==> config.mk <==
export PLATFORM = sky130hd
export DESIGN_NAME = rtc_alarm_top
export DESIGN_NICKNAME = d
export VERILOG_FILES = /design/src/rtl/rtc_pkg.sv /design/src/rtl/rtc_clk_src.sv /design/src/rtl/rtc_prescaler.sv /design/src/rtl/rtc_counter.sv /design/src/rtl/rtc_alarm_top.sv
export SDC_FILE = /design/constraint.sdc
export NUM_CORES = 1
export LEC_CHECK = 0
export BUFFER_PORTS_ARGS = -buffer_cell sky130_fd_sc_hd__buf_2
export CORE_UTILIZATION = 50
export DETAILED_ROUTE_END_ITERATION = 8
export GPL_TIMING_DRIVEN = 0
export PLACE_DENSITY = 0.69
export SKIP_LAST_GASP = 1
export SYNTH_ARGS = -nofsm -noshare
export SYNTH_HDL_FRONTEND = slang
export SYNTH_SLANG_ARGS = --single-unit
==> constraint.sdc <==
create_clock -name clk -period 7.25 [get_ports clk]
set_clock_uncertainty 0.1 [all_clocks]
set_input_delay 0.3625 -clock clk [delete_from_list [all_inputs] [get_ports clk]]
set_output_delay 0.3625 -clock clk [all_outputs]
set_load 0.02 [all_outputs]
==> src/rtl/rtc_pkg.sv <==
// Shared register offsets and bit positions for the real-time counter.
package rtc_pkg;
    localparam int OFS_CTRL  = 'h00;
    localparam int OFS_LOAD  = 'h04;
    localparam int OFS_ALARM = 'h08;
    localparam int OFS_STS   = 'h0C;
    localparam int OFS_COUNT = 'h10;
    localparam int OFS_PRESC = 'h14;

    // Control bits (little-endian data positions)
    localparam int CB_EN    = 7;
    localparam int CB_SEL   = 6;
    localparam int CB_AMASK = 1;
    localparam int CB_PMASK = 0;

    // Status bits
    localparam int SB_TICK  = 0;
    localparam int SB_ALARM = 1;
endpackage

==> src/rtl/rtc_clk_src.sv <==
// Source-event generator. Synchronises the external slow clock into the
// bus clock domain, detects its rising edge, and chooses between that edge
// and a constant per-cycle event. Assumes ext_clk is much slower than clk.
module rtc_clk_src #(
    parameter int SYNC_STAGES = 2
) (
    input  logic clk,
    input  logic rst_n,
    input  logic ext_clk,
    input  logic sel_ext,
    output logic src_tick
);
    localparam int CHAIN_W = SYNC_STAGES + 1;

    logic [CHAIN_W-1:0] chain_q;
    logic               ext_rise;

    // Shift the external clock through the synchroniser plus one edge stage
    always_ff @(posedge clk) begin
        if (!rst_n) chain_q <= '0;
        else        chain_q <= {chain_q[CHAIN_W-2:0], ext_clk};
    end

    // Rising edge seen on the synchronised signal
    assign ext_rise = chain_q[SYNC_STAGES-1] & ~chain_q[SYNC_STAGES];

    // Choose the event source
    assign src_tick = sel_ext ? ext_rise : 1'b1;

    AST_EXT_SINGLE_PULSE: assert property (@(posedge clk) disable iff (!rst_n)
        ext_rise |=> !ext_rise);
endmodule

==> src/rtl/rtc_prescaler.sv <==
// Divides source events down to a one-second tick. A tick falls on every
// (presc+1)-th source event while enabled; the phase is frozen while disabled.
module rtc_prescaler #(
    parameter int PRESC_W = 16
) (
    input  logic               clk,
    input  logic               rst_n,
    input  logic               src_tick,
    input  logic               en,
    input  logic [PRESC_W-1:0] presc,
    output logic               sec_tick
);
    logic [PRESC_W-1:0] pcnt_q;

    // Tick when the phase counter has reached the programmed limit
    assign sec_tick = en & src_tick & (pcnt_q >= presc);

    // Advance the phase counter on each enabled source event
    always_ff @(posedge clk) begin
        if (!rst_n)              pcnt_q <= '0;
        else if (en && src_tick) pcnt_q <= sec_tick ? '0 : pcnt_q + 1'b1;
    end

    AST_PHASE_FROZEN: assert property (@(posedge clk) disable iff (!rst_n)
        !en |=> $stable(pcnt_q));
endmodule

==> src/rtl/rtc_counter.sv <==
// The counter itself with load and alarm compare. A load request is held
// pending until the next source event, where it wins over the increment.
// The alarm event fires only on entry into equality with the alarm value.
module rtc_counter #(
    parameter int CNT_W = 32
) (
    input  logic             clk,
    input  logic             rst_n,
    input  logic             src_tick,
    input  logic             sec_tick,
    input  logic             load_req,
    input  logic [CNT_W-1:0] load_val,
    input  logic [CNT_W-1:0] alarm_val,
    output logic [CNT_W-1:0] cnt,
    output logic             alarm_evt
);
    logic             load_pend_q;
    logic [CNT_W-1:0] cnt_q;
    logic             match;
    logic             match_q;

    // Hold a load request until a source event consumes it
    always_ff @(posedge clk) begin
        if (!rst_n)        load_pend_q <= 1'b0;
        else if (load_req) load_pend_q <= 1'b1;
        else if (src_tick) load_pend_q <= 1'b0;
    end

    // Counter update: load first, then increment on tick
    always_ff @(posedge clk) begin
        if (!rst_n)                       cnt_q <= '0;
        else if (load_pend_q && src_tick) cnt_q <= load_val;
        else if (sec_tick)                cnt_q <= cnt_q + 1'b1;
    end

    // Remember last cycle's compare result; starts high so reset is silent
    always_ff @(posedge clk) begin
        if (!rst_n) match_q <= 1'b1;
        else        match_q <= match;
    end

    assign match     = (cnt_q == alarm_val);
    assign alarm_evt = match & ~match_q;
    assign cnt       = cnt_q;

    AST_LOAD_WINS: assert property (@(posedge clk) disable iff (!rst_n)
        (load_pend_q && src_tick) |=> (cnt_q == $past(load_val)));
    AST_HOLD_WHEN_OFF: assert property (@(posedge clk) disable iff (!rst_n)
        (!sec_tick && !(load_pend_q && src_tick)) |=> $stable(cnt_q));
endmodule

==> src/rtl/rtc_alarm_top.sv <==
// Real-time counter top: register window, status latching and interrupt
// gating around the source selector, prescaler and counter. Registers are
// written on a one-cycle reg_we strobe; reads are combinational.
module rtc_alarm_top #(
    parameter int ADDR_W      = 5,
    parameter int PRESC_W     = 16,
    parameter int PRESC_RESET = 4,
    parameter int SYNC_STAGES = 2
) (
    input  logic              clk,
    input  logic              rst_n,
    input  logic              ext_clk,
    input  logic [ADDR_W-1:0] reg_addr,
    input  logic              reg_we,
    input  logic [31:0]       reg_wdata,
    output logic [31:0]       reg_rdata,
    output logic              irq_alarm,
    output logic              irq_tick
);
    import rtc_pkg::*;

    localparam int DATA_W = 32;
    localparam logic [ADDR_W-1:0] A_CTRL  = ADDR_W'(OFS_CTRL);
    localparam logic [ADDR_W-1:0] A_LOAD  = ADDR_W'(OFS_LOAD);
    localparam logic [ADDR_W-1:0] A_ALARM = ADDR_W'(OFS_ALARM);
    localparam logic [ADDR_W-1:0] A_STS   = ADDR_W'(OFS_STS);
    localparam logic [ADDR_W-1:0] A_COUNT = ADDR_W'(OFS_COUNT);
    localparam logic [ADDR_W-1:0] A_PRESC = ADDR_W'(OFS_PRESC);

    logic               en_q, sel_q, amask_q, pmask_q;
    logic [DATA_W-1:0]  load_q, alarm_q;
    logic [PRESC_W-1:0] presc_q;
    logic               sts_tick_q, sts_alarm_q;
    logic               src_tick, sec_tick, alarm_evt;
    logic [DATA_W-1:0]  cnt;
    logic               wr_ctrl, wr_load, wr_alarm, wr_sts, wr_presc;

    assign wr_ctrl  = reg_we && (reg_addr == A_CTRL);
    assign wr_load  = reg_we && (reg_addr == A_LOAD);
    assign wr_alarm = reg_we && (reg_addr == A_ALARM);
    assign wr_sts   = reg_we && (reg_addr == A_STS);
    assign wr_presc = reg_we && (reg_addr == A_PRESC);

    // Control, load, alarm and prescale registers
    always_ff @(posedge clk) begin
        if (!rst_n) begin
            en_q    <= 1'b0;
            sel_q   <= 1'b0;
            amask_q <= 1'b0;
            pmask_q <= 1'b0;
            load_q  <= '0;
            alarm_q <= '0;
            presc_q <= PRESC_W'(PRESC_RESET);
        end else begin
            if (wr_ctrl) begin
                en_q    <= reg_wdata[CB_EN];
                sel_q   <= reg_wdata[CB_SEL];
                amask_q <= reg_wdata[CB_AMASK];
                pmask_q <= reg_wdata[CB_PMASK];
            end
            if (wr_load)  load_q  <= reg_wdata;
            if (wr_alarm) alarm_q <= reg_wdata;
            if (wr_presc) presc_q <= reg_wdata[PRESC_W-1:0];
        end
    end

    // Sticky status bits: a new event wins over a write-1 clear
    always_ff @(posedge clk) begin
        if (!rst_n) begin
            sts_tick_q  <= 1'b0;
            sts_alarm_q <= 1'b0;
        end else begin
            sts_tick_q  <= sec_tick  | (sts_tick_q  & ~(wr_sts & reg_wdata[SB_TICK]));
            sts_alarm_q <= alarm_evt | (sts_alarm_q & ~(wr_sts & reg_wdata[SB_ALARM]));
        end
    end

    // Read multiplexer
    always_comb begin
        reg_rdata = '0;
        case (reg_addr)
            A_CTRL: begin
                reg_rdata[CB_EN]    = en_q;
                reg_rdata[CB_SEL]   = sel_q;
                reg_rdata[CB_AMASK] = amask_q;
                reg_rdata[CB_PMASK] = pmask_q;
            end
            A_LOAD:  reg_rdata = load_q;
            A_ALARM: reg_rdata = alarm_q;
            A_STS: begin
                reg_rdata[SB_TICK]  = sts_tick_q;
                reg_rdata[SB_ALARM] = sts_alarm_q;
            end
            A_COUNT: reg_rdata = cnt;
            A_PRESC: reg_rdata = DATA_W'(presc_q);
            default: reg_rdata = '0;
        endcase
    end

    assign irq_alarm = sts_alarm_q & amask_q;
    assign irq_tick  = sts_tick_q & pmask_q;

    rtc_clk_src #(.SYNC_STAGES(SYNC_STAGES)) u_src (
        .clk      (clk),
        .rst_n    (rst_n),
        .ext_clk  (ext_clk),
        .sel_ext  (sel_q),
        .src_tick (src_tick)
    );

    rtc_prescaler #(.PRESC_W(PRESC_W)) u_presc (
        .clk      (clk),
        .rst_n    (rst_n),
        .src_tick (src_tick),
        .en       (en_q),
        .presc    (presc_q),
        .sec_tick (sec_tick)
    );

    rtc_counter #(.CNT_W(DATA_W)) u_cnt (
        .clk       (clk),
        .rst_n     (rst_n),
        .src_tick  (src_tick),
        .sec_tick  (sec_tick),
        .load_req  (wr_load),
        .load_val  (load_q),
        .alarm_val (alarm_q),
        .cnt       (cnt),
        .alarm_evt (alarm_evt)
    );

    AST_ALARM_LATCH: assert property (@(posedge clk) disable iff (!rst_n)
        alarm_evt |=> sts_alarm_q);
    AST_W1C_ALARM: assert property (@(posedge clk) disable iff (!rst_n)
        (wr_sts && reg_wdata[SB_ALARM] && !alarm_evt) |=> !sts_alarm_q);
    AST_TICK_LATCH: assert property (@(posedge clk) disable iff (!rst_n)
        sec_tick |=> sts_tick_q);
endmodule

======== Word-level counts from Yosys, hierarchy flattened ========
Cells that the tools add are included.
word-level totals
  register bits ........................... 139
  input bits .............................. 41
  output and inout port bits .............. 34
  logic and storage cells ................. 59
operators by class
  add/sub/neg operators ................... 2
  order comparisons ....................... 1
  eq/ne operators ......................... 6
  multiplexer cells ....................... 10
  bitwise gates (word level) .............. 16
  reductions and logical operators ........ 10
operator list
  operator                                       number
  one-hot mux 24 bit (4 select lines)            1
  2-to-1 mux 32 bit                              2
  adder 32 x 1 -> 32 bit, second input constant  1
  == test 32 bit                                 1
  adder 16 x 1 -> 16 bit, second input constant  1
  greater-or-equal comparator 16 bit             1
  2-to-1 mux 16 bit                              1
  one-hot mux 4 bit (4 select lines)             1
  one-hot mux 2 bit (6 select lines)             1
  bitwise AND 1 bit                              10
  == test 5 x 4 -> 1 bit, second input constant  2
  == test 5 bit, second input constant           2
  one-hot mux 2 bit (5 select lines)             1
  logical AND 1 bit                              7
  == test 5 x 3 -> 1 bit, second input constant  1
  logical NOT 5 bit                              1
  inverter 1 bit                                 4
  nonzero test 2 bit                             2
  2-to-1 mux 1 bit                               3
  bitwise OR 1 bit                               2

======== Longest topological paths before layout ========
Gate-level depths: netlist of the first run.
  depth after elaboration ................. 7
  depth in mapped cells ................... 10
  gate-level depth less buffers ........... 8

======== Cells and area by module ========
A second synthesis of the first run with hierarchy kept.
unflattened totals
  cells, all modules ...................... 827
  area total of the unflattened synthesis .. 7349.5 sq um
modules (own cells, without submodules)
  module         instances  cells an instance  area each (sq um)  seq. area each (sq um)
  rtc_alarm_top  1          430                4050.1             1721.7
  rtc_counter    1          250                2089.5             680.7
  rtc_prescaler  1          139                1118.6             320.3
  rtc_clk_src    1          8                  91.3               60.1

======== Least setup slack after synthesis of the first run ========
Ideal clock, no wire load.
  path kind ............................... register -> register
  from .................................... reg u_presc.pcnt_q[0]
  to ...................................... reg u_cnt.cnt_q[31], in the netlist u_cnt.cnt[31]
  library setup time ...................... 122 ps
  arrival time ............................ 2107 ps
  data required time ...................... 7028 ps
  path slack .............................. 4921 ps
  stages on the path, launching flop included .. 10
  buffers on the path ..................... 1
  period minus slack after synthesis ...... 2329 ps
  cells stage by stage .................... dfxtp_1 > inv_1 > ha_1 > nand2b_1 > a2111oi_0 > o311a_1 > o21ai_1 > buf_2 > a21oi_1 > a311o_1
on the way
  word-level cells in the longest chain between the ends .. 3
ends and longest elaborated chain
  element                             line                 source
  start, declared                     rtc_prescaler.sv:13  logic [PRESC_W-1:0] pcnt_q;
  start signal, assigned              rtc_prescaler.sv:21  else if (en && src_tick) pcnt_q <= sec_tick ? '0 : pcnt_q + 1'b1;
  greater-or-equal comparator 16 bit  rtc_prescaler.sv:16  assign sec_tick = en & src_tick & (pcnt_q >= presc);
  bitwise AND 1 bit                   rtc_prescaler.sv:16
  nonzero test 2 bit (no line)        -
  end signal, assigned                rtc_counter.sv:32    else if (load_pend_q && src_tick) cnt_q <= load_val;
  end signal, assigned                rtc_counter.sv:33    else if (sec_tick) cnt_q <= cnt_q + 1'b1;
  end, declared                       rtc_counter.sv:18    logic [CNT_W-1:0] cnt_q;
Every way passes these cells.
A chain may end at the register's enable or synchronous reset.

======== Worst setup path after layout of the first run ========
  from .................................... reg sel_q
  to ...................................... reg u_cnt.cnt_q[18], in the netlist u_cnt.cnt[18]
on the way
  word-level cells in the longest chain between the ends .. 4
  elaborated cells on any way between the ends .. 6
  those cells by class .................... 2 x mux; 2 x bitwise; 2 x reduce/logical
ends and longest elaborated chain
  element                          line                 source
  start, declared                  rtc_alarm_top.sv:30  logic en_q, sel_q, amask_q, pmask_q;
  start signal, assigned           rtc_alarm_top.sv:57  sel_q <= reg_wdata[CB_SEL];
  2-to-1 mux 1 bit (*)             rtc_clk_src.sv:28    assign src_tick = sel_ext ? ext_rise : 1'b1;
  bitwise AND 1 bit (2 in series)  rtc_prescaler.sv:16
  nonzero test 2 bit (no line)     -
Every way passes the cells marked *; elsewhere a longest branch is shown, timed or not.

==> qor.txt, run 1 <==
Maximum achievable frequency: 319 MHz
GRT Util Overall: 33.9%
Unrepaired setup endpoints after global routing: no
Die height: 123 um
Startpoint of the most critical setup path: sel_q
Clock sink total: 139
Kind of critical path: reg2reg
Sum of overflow across all layers after global routing: 0
Number of failing setup endpoints in the final timing report: 0
Net switching power of the design: 419 uW
Internal power component: 1.41 mW
Drt wl/cell: 19.9 um
Crit path buf inv count: 3
Syn nets: 1040
Post-placement worst setup slack: 4230 ps
Routed Wire Length: 25200 um
Final non-filler cell area: 8610 um2
TritonCTS clock tree: built
Antenna violation net count after detailed routing: 0
Max-cap check violation count: 0
Post-synthesis async set-or-reset flop share: 0%
Maximum number of pins on one net before global-route repair: 17
Vias: 7802
Placed wire-length estimate: 18200 um
Most instantiated cells after synthesis: sky130_fd_sc_hd__nand2_1 (241), sky130_fd_sc_hd__dfxtp_1 (139), sky130_fd_sc_hd__a21oi_1 (98)
H-tree lvl count: 4
Area Growth Syn to Fin: 16.7%
Sequential share of the synthesized area: 37.7%
DRC viols: 0
CTS Root Buffer Type: sky130_fd_sc_hd__clkbuf_16
Yosys Warn Count: 0
Combinational cell fraction of total power: 5.8%
Ratio of cells with drive above 1 in the final layout: 12.5%
Number of synthesized flops with an enable pin: 0
Final worst slack: 4120 ps
Delay of the slowest critical-path stage: 840 ps
Final Non-Filler Cells: 1270
Post-synth design cell area: 7380 um2
Power Total: 1.83 mW
Vias in the first global route: 6790
Final-report max-slew violation count: 0
FF-to-FF path depth: 6
Critical path, cell by cell: inv_1 -> o21ai_1 -> clkbuf_1 -> clkbuf_1 -> o31ai_1 -> a31oi_1
Longest Clk Path Bufs: 2
Drt first pass iters: 8
Worst-skew pair later-pin latency: 430 ps
Cell depth of the worst min-delay path: 2
Width of the die: 123 um
Worst setup SP type: flop
Final period util: 43.2%
Register share of total power: 42.7%
Core region area: 14500 um2
Total I/O pin count: 75
Post-cts hold buffer count: 0
Synth top area share: 37.7%
Maximum fanout encountered on the critical timing path: 10
Slowest cell on the critical path: sky130_fd_sc_hd__o21ai_1
Number of DRC violations after detailed-routing iteration 0: 857
Status: finished, final reports clean
Total negative slack for setup checks: 0 ps
Primary FF master, synth: sky130_fd_sc_hd__dfxtp_1
Part of the total power dissipated in the clock network: 51.5%
Post-synth cell types: 55
Top cells by area, synth: sky130_fd_sc_hd__dfxtp_1 (38%), sky130_fd_sc_hd__nand2_1 (12%), sky130_fd_sc_hd__a21oi_1 (6.6%)
Worst hold start: ext_clk
Number of input and output port buffers inserted: 73
Worst min path class: in2reg
Inserted Clock Buffers: 17
Syn_area_per_cell: 7.52 um2
Initial Utilization: 51.0%
Net Sw Frac: 22.9%
Count of endpoints failing hold in the final timing report: 0
Cells after Synth: 981
Setup bufs post-CTS: 0
Critical Path Sink Type: flop
Ratio of routed vias to standard cells: 6.14
Most Frequent Cell on Critical Path: sky130_fd_sc_hd__clkbuf_1
Nets: 1132
Power density over cell area: 213 nW/um2
Diode insertion count for antenna repair: 0
Clock slew at reported path FFs: 60 ps
Total die area: 15300 um2
Post-Place Cells: 1238
Count of standard-cell rows: 44
Fillers: 1419
Fin crit period: 3130 ps
Required time reported for the critical path endpoint: 7510 ps
Routability cong.: 0.973
Worst EP arrival: 3390 ps
Standard cell area after detailed placement: 7980 um2
Slew headroom: 28.5%
Global-route wire length before repair: 38200 um
Cell with the most instances after synthesis: sky130_fd_sc_hd__nand2_1
Count of cell instances traversed by the critical path: 6
Slew at the pin closest to its max-slew limit: 1070 ps
Number of antenna violations at the first check in global routing: 1
Worst ir drop on vdd: 0.176 mV
Biggest area consumer among synthesized cells: sky130_fd_sc_hd__dfxtp_1
Synthesized flop and latch total: 139
Leak Pwr: 3.09 nW
Post-cts sizing count: 0
CP top delay family: buffers and inverters
Start of the worst register-to-register path: sel_q
-- stage by stage --
step,hold WS [ps],util [%]
final,37.0,59.5
after CTS,40.6,59.5
after global routing,40.0,59.5
after detailed placement,339,55.1
after floorplan,312,-
after global placement,331,55.1
-- state kept, by name, indices dropped and copies added (netlist names) --
signal and cells:
sel_q 1, u_src.chain_q 3, load_q 32, presc_q 16
amask_q 1, u_cnt.cnt 32, sts_tick_q 1, sts_alarm_q 1
u_cnt.load_pend_q 1, u_presc.pcnt_q 16, en_q 1, pmask_q 1
alarm_q 32, u_cnt.match_q 1
-- per-layer routing --
layer / vias to the layer above / part of all wire, % / wire length, um / GRT usage, %
met3: 46 / 9.5 / 2410 / 7.93
met5: - / 0 / 0 / 0
met1: 3672 / 45 / 11200 / 47.3
met4: 0 / 2.6 / 665 / 13.2
li1: 3659 / - / - / -
met2: 425 / 43 / 10900 / 50.2
-- final timing paths --
path	to	slack [ps]
max reg2reg	u_cnt.cnt[18]	4120
max	u_cnt.cnt[18]	4120
min reg2reg	u_src.chain_q[1]	330
min	u_src.chain_q[0]	40
-- cell type report --
class	instances	area, um2	area share [%]
buffer	84	353	4.10
clock buffer	26	529	6.15
clock inverter	6	105	1.22
inverter	21	78.8	0.915
multi-input combinational	737	4170	48.4
sequential	139	2780	32.3
tap	184	230	2.67
timing repair buffer	73	365	4.24
-- logic make-up after synthesis --
logic type / count (synthesis) / share of synthesized area (%)
simple gates: 422 / 26.2
compound gates: 244 / 20.8
flops: 139 / 37.7
buf+inv: 105 / 5.85
xor+xnor: 47 / 5.58
fa+ha+maj: 18 / 3.05
mux: 6 / 0.814
-- power groups by stage --
stage,registers [mW],clock network (mW),logic [mW]
detailed placement,0.798,0,0.103
floorplan,0.796,0,0.0575
CTS,0.782,0.940,0.104
global placement,0.798,0,0.103
finish,0.782,0.942,0.106
global route,0.783,0.976,0.114
-- cells in the final DEF, fill, tap and decap left out, types with 4 or more instances in the layout --
| cell type | Yosys | routed |
|---|---|---|
| sky130_fd_sc_hd__and4_1 | 6 | 6 |
| sky130_fd_sc_hd__and3_1 | 13 | 13 |
| sky130_fd_sc_hd__nor3_1 | 13 | 13 |
| sky130_fd_sc_hd__a21boi_0 | 4 | 4 |
| sky130_fd_sc_hd__o21ai_1 | 4 | 4 |
| sky130_fd_sc_hd__dfxtp_1 | 139 | 139 |
| sky130_fd_sc_hd__a21oi_1 | 98 | 98 |
| sky130_fd_sc_hd__or4_1 | 7 | 7 |
| sky130_fd_sc_hd__nand4_1 | 28 | 28 |
| sky130_fd_sc_hd__inv_1 | 20 | 20 |
| sky130_fd_sc_hd__clkbuf_8 | 0 | 7 |
| sky130_fd_sc_hd__o31ai_1 | 4 | 4 |
| sky130_fd_sc_hd__buf_2 | 29 | 102 |
| sky130_fd_sc_hd__and2_1 | 11 | 11 |
| sky130_fd_sc_hd__a221oi_1 | 4 | 4 |
| sky130_fd_sc_hd__o21ai_0 | 34 | 34 |
| sky130_fd_sc_hd__or3_1 | 9 | 9 |
| sky130_fd_sc_hd__xor2_1 | 11 | 11 |
| sky130_fd_sc_hd__nand3_1 | 29 | 29 |
| sky130_fd_sc_hd__nor4_1 | 11 | 11 |
| sky130_fd_sc_hd__o211ai_1 | 9 | 9 |
| sky130_fd_sc_hd__a22oi_1 | 41 | 41 |
| sky130_fd_sc_hd__clkbuf_1 | 53 | 55 |
| sky130_fd_sc_hd__xnor2_1 | 36 | 36 |
| sky130_fd_sc_hd__a222oi_1 | 6 | 6 |
| sky130_fd_sc_hd__ha_1 | 18 | 18 |
| sky130_fd_sc_hd__a41oi_1 | 4 | 4 |
| sky130_fd_sc_hd__mux2i_1 | 6 | 6 |
| sky130_fd_sc_hd__nor2_1 | 43 | 43 |
| sky130_fd_sc_hd__a211oi_1 | 6 | 6 |
| sky130_fd_sc_hd__clkbuf_16 | 0 | 17 |
| sky130_fd_sc_hd__a31oi_1 | 9 | 9 |
| sky130_fd_sc_hd__nand2_1 | 241 | 241 |
Power figures use the tool's default switching activity.
==> run 2: changes to the inputs <==
ABC_AREA = 1   (was default)
PLACE_DENSITY = 0.72   (was 0.69)
clock period = 2.6 ns   (was 7.25 ns; I/O delays follow)
==> qor.txt, run 2 <==
Status: finished, final reports clean
Slew at the pin closest to its max-slew limit: 796 ps
Biggest area consumer among synthesized cells: sky130_fd_sc_hd__dfxtp_1
Final Non-Filler Cells: 1596
Cells after Synth: 1239
Longest Clk Path Bufs: 2
Critical Path Sink Type: flop
Clock sink total: 139
Number of DRC violations after detailed-routing iteration 0: 876
Total I/O pin count: 75
Drt first pass iters: 5
H-tree lvl count: 4
GRT Util Overall: 31.7%
Met1 Resource Use GR: 44.0%
Sum of overflow across all layers after global routing: 0
Yosys Warn Count: 0
FF-to-FF path depth: 10
Most frequent standard cell in the layout excluding fill and tap cells: sky130_fd_sc_hd__nand2_1
Net Sw Frac: 23.1%
Placed wire-length estimate: 19900 um
Internal power component: 3.97 mW
Primary FF master, synth: sky130_fd_sc_hd__dfxtp_1
Number of failing setup endpoints in the final timing report: 0
Synthesized flop and latch total: 139
Flop2flop setup slack: 350 ps
Part of the total power dissipated in the clock network: 52.5%
Start of the worst register-to-register path: u_presc.pcnt_q[13]
Power density over cell area: 520 nW/um2
Worst hold start: reg_we
M2 GR Usage: 49.4%
Worst EP arrival: 2510 ps
Maximum fanout encountered on the critical timing path: 10
Cell depth of the worst min-delay path: 4
Final-report max-slew violation count: 0
Ratio of routed vias to standard cells: 5.47
Most instantiated cells after synthesis: sky130_fd_sc_hd__nand2_1 (352), sky130_fd_sc_hd__dfxtp_1 (139), sky130_fd_sc_hd__a21oi_1 (130)
Number of antenna violations at the first check in global routing: 0
Leak Pwr: 3.89 nW
Maximum achievable frequency: 444 MHz
Drt wl/cell: 16.5 um
Kind of critical path: reg2reg
Syn nets: 1298
Endpoint of the lowest-slack register-to-register path: u_cnt.cnt[26]
Worst setup SP type: flop
Routed Wire Length: 26300 um
Post-synth design cell area: 8280 um2
Sequential share of the synthesized area: 33.6%
Area Growth Syn to Fin: 19.8%
Count of standard-cell rows: 46
Diode insertion count for antenna repair: 0
Cell with the most instances after synthesis: sky130_fd_sc_hd__nand2_1
Routability cong.: 1.01
Gr busiest metal: met2
Unrepaired setup endpoints after global routing: no
Die height: 131 um
Slew headroom: 46.9%
Vias: 8730
Commonest cells after routing, fill and taps aside: sky130_fd_sc_hd__nand2_1 (352), sky130_fd_sc_hd__dfxtp_1 (139), sky130_fd_sc_hd__a21oi_1 (130)
Clock slew at reported path FFs: 70 ps
Global-route wire length before repair: 40700 um
CTS Root Buffer Type: sky130_fd_sc_hd__clkbuf_16
Count of endpoints failing hold in the final timing report: 0
Syn_area_per_cell: 6.69 um2
Post-placement worst setup slack: 441 ps
DRC viols: 0
Post-synthesis async set-or-reset flop share: 0%
Fin crit period: 2250 ps
Number of input and output port buffers inserted: 74
Vias in the first global route: 7904
Final standard cell utilization of the core: 62.0%
Routing usage on met3: 5.82%
Inserted Clock Buffers: 17
Synth top area share: 33.6%
Worst min path class: in2reg
Endpoint of the worst hold-timing path: presc_q[2]
Width of the die: 131 um
Max-cap check violation count: 0
Ratio of cells with drive above 1 in the final layout: 15.1%
Post-cts sizing count: 0
Number of synthesized flops with an enable pin: 0
Nets: 1426
Initial Utilization: 51.8%
Register share of total power: 42.0%
Post-Place Cells: 1529
Maximum number of pins on one net before global-route repair: 17
Total negative slack for setup checks: 0 ps
Worst ir drop on vdd: 0.460 mV
Combinational cell fraction of total power: 5.6%
Required time reported for the critical path endpoint: 2860 ps
Top cells by area, synth: sky130_fd_sc_hd__dfxtp_1 (34%), sky130_fd_sc_hd__nand2_1 (16%), sky130_fd_sc_hd__a21oi_1 (7.9%)
Antenna violation net count after detailed routing: 0
Post-synth cell types: 41
Worst-skew pair later-pin latency: 440 ps
TritonCTS clock tree: built
Net switching power of the design: 1.19 mW
Final worst slack: 350 ps
Total die area: 17100 um2
Core region area: 16000 um2
Final period util: 86.5%
run 2: cell types whose count changed in the layout (fill, tap and decap cells not counted), sizes merged, moves of 35 or more:
cell	delta
inv	+116
a21oi	+38
a22oi	-41
nand2	+126
dlygate4sd3	+35
nand3	+45
o21ai	+58
nor2	+54
run 2: cell families after synthesis:
group / after synthesis / share of synthesized area, %
simple gates: 571 / 30.6
flops: 139 / 33.6
xor+xnor: 32 / 3.38
compound gates: 268 / 18.1
fa+ha+maj: 18 / 2.72
buf+inv: 211 / 11.6
run 2: final cells by class:
class / instances / area (um2)
fillers: 1563 / 6080
multi-input cells: 889 / 4540
flip-flops and latches: 139 / 2780
repair buffers: 109 / 721
inverters: 134 / 505
plain buffers: 77 / 454
clock buffers: 18 / 429
well taps: 216 / 270
clock inverters: 14 / 218
run 2: stage by stage:
step	hold WS, ps	total power [mW]	cell area (um2)
after floorplan	128	2.34	8280
after global placement	213	2.45	8920
after detailed placement	219	2.45	8920
after CTS	70.6	5.15	9920
after global routing	77.3	5.28	9920
final	67.6	5.16	9920
run 2: worst max-delay path by stage:
stage                                   from             to  slack (ps)  cells after the start
after CTS                 u_presc.pcnt_q[13]  u_cnt.cnt[26]         390                     10
after global placement    u_presc.pcnt_q[13]  u_cnt.cnt[27]         470                     10
after detailed placement  u_presc.pcnt_q[13]  u_cnt.cnt[27]         440                     10
after floorplan                   presc_q[5]  u_cnt.cnt[20]         810                     15
final                     u_presc.pcnt_q[13]  u_cnt.cnt[26]         350                     10
after global routing             presc_q[15]  u_cnt.cnt[26]         270                     11
run 2: power groups by stage:
stage	clock (mW)	sequential, mW	combinational [mW]
global route	2.80	2.17	0.312
floorplan	0	2.21	0.133
finish	2.71	2.17	0.286
CTS	2.71	2.17	0.280
detailed placement	0	2.21	0.241
global placement	0	2.21	0.237
run 2: routing by layer:
layer | up-vias | share of wire (%)
li1 | 4285 | -
met4 | 0 | 2.1
met2 | 395 | 44
met5 | - | 0
met1 | 4010 | 46
met3 | 40 | 8.6
run 2: worst max-delay path, cell delays in order (launching register included):
cell and delay (ps):
sky130_fd_sc_hd__dfxtp_1 470, sky130_fd_sc_hd__ha_1 300, sky130_fd_sc_hd__a21oi_1 140, sky130_fd_sc_hd__o21ai_0 110
sky130_fd_sc_hd__a21oi_1 250, sky130_fd_sc_hd__nand2_2 100, sky130_fd_sc_hd__nand2_4 110, sky130_fd_sc_hd__buf_6 160
sky130_fd_sc_hd__buf_6 170, sky130_fd_sc_hd__nand3_1 100, sky130_fd_sc_hd__a21oi_1 150
run 2: what timing repair did:
| action | CTS | global route |
|---|---|---|
| hold endpoints to repair | 86 | 0 |
| setup buffers | 0 | 0 |
| hold buffers | 35 | 0 |
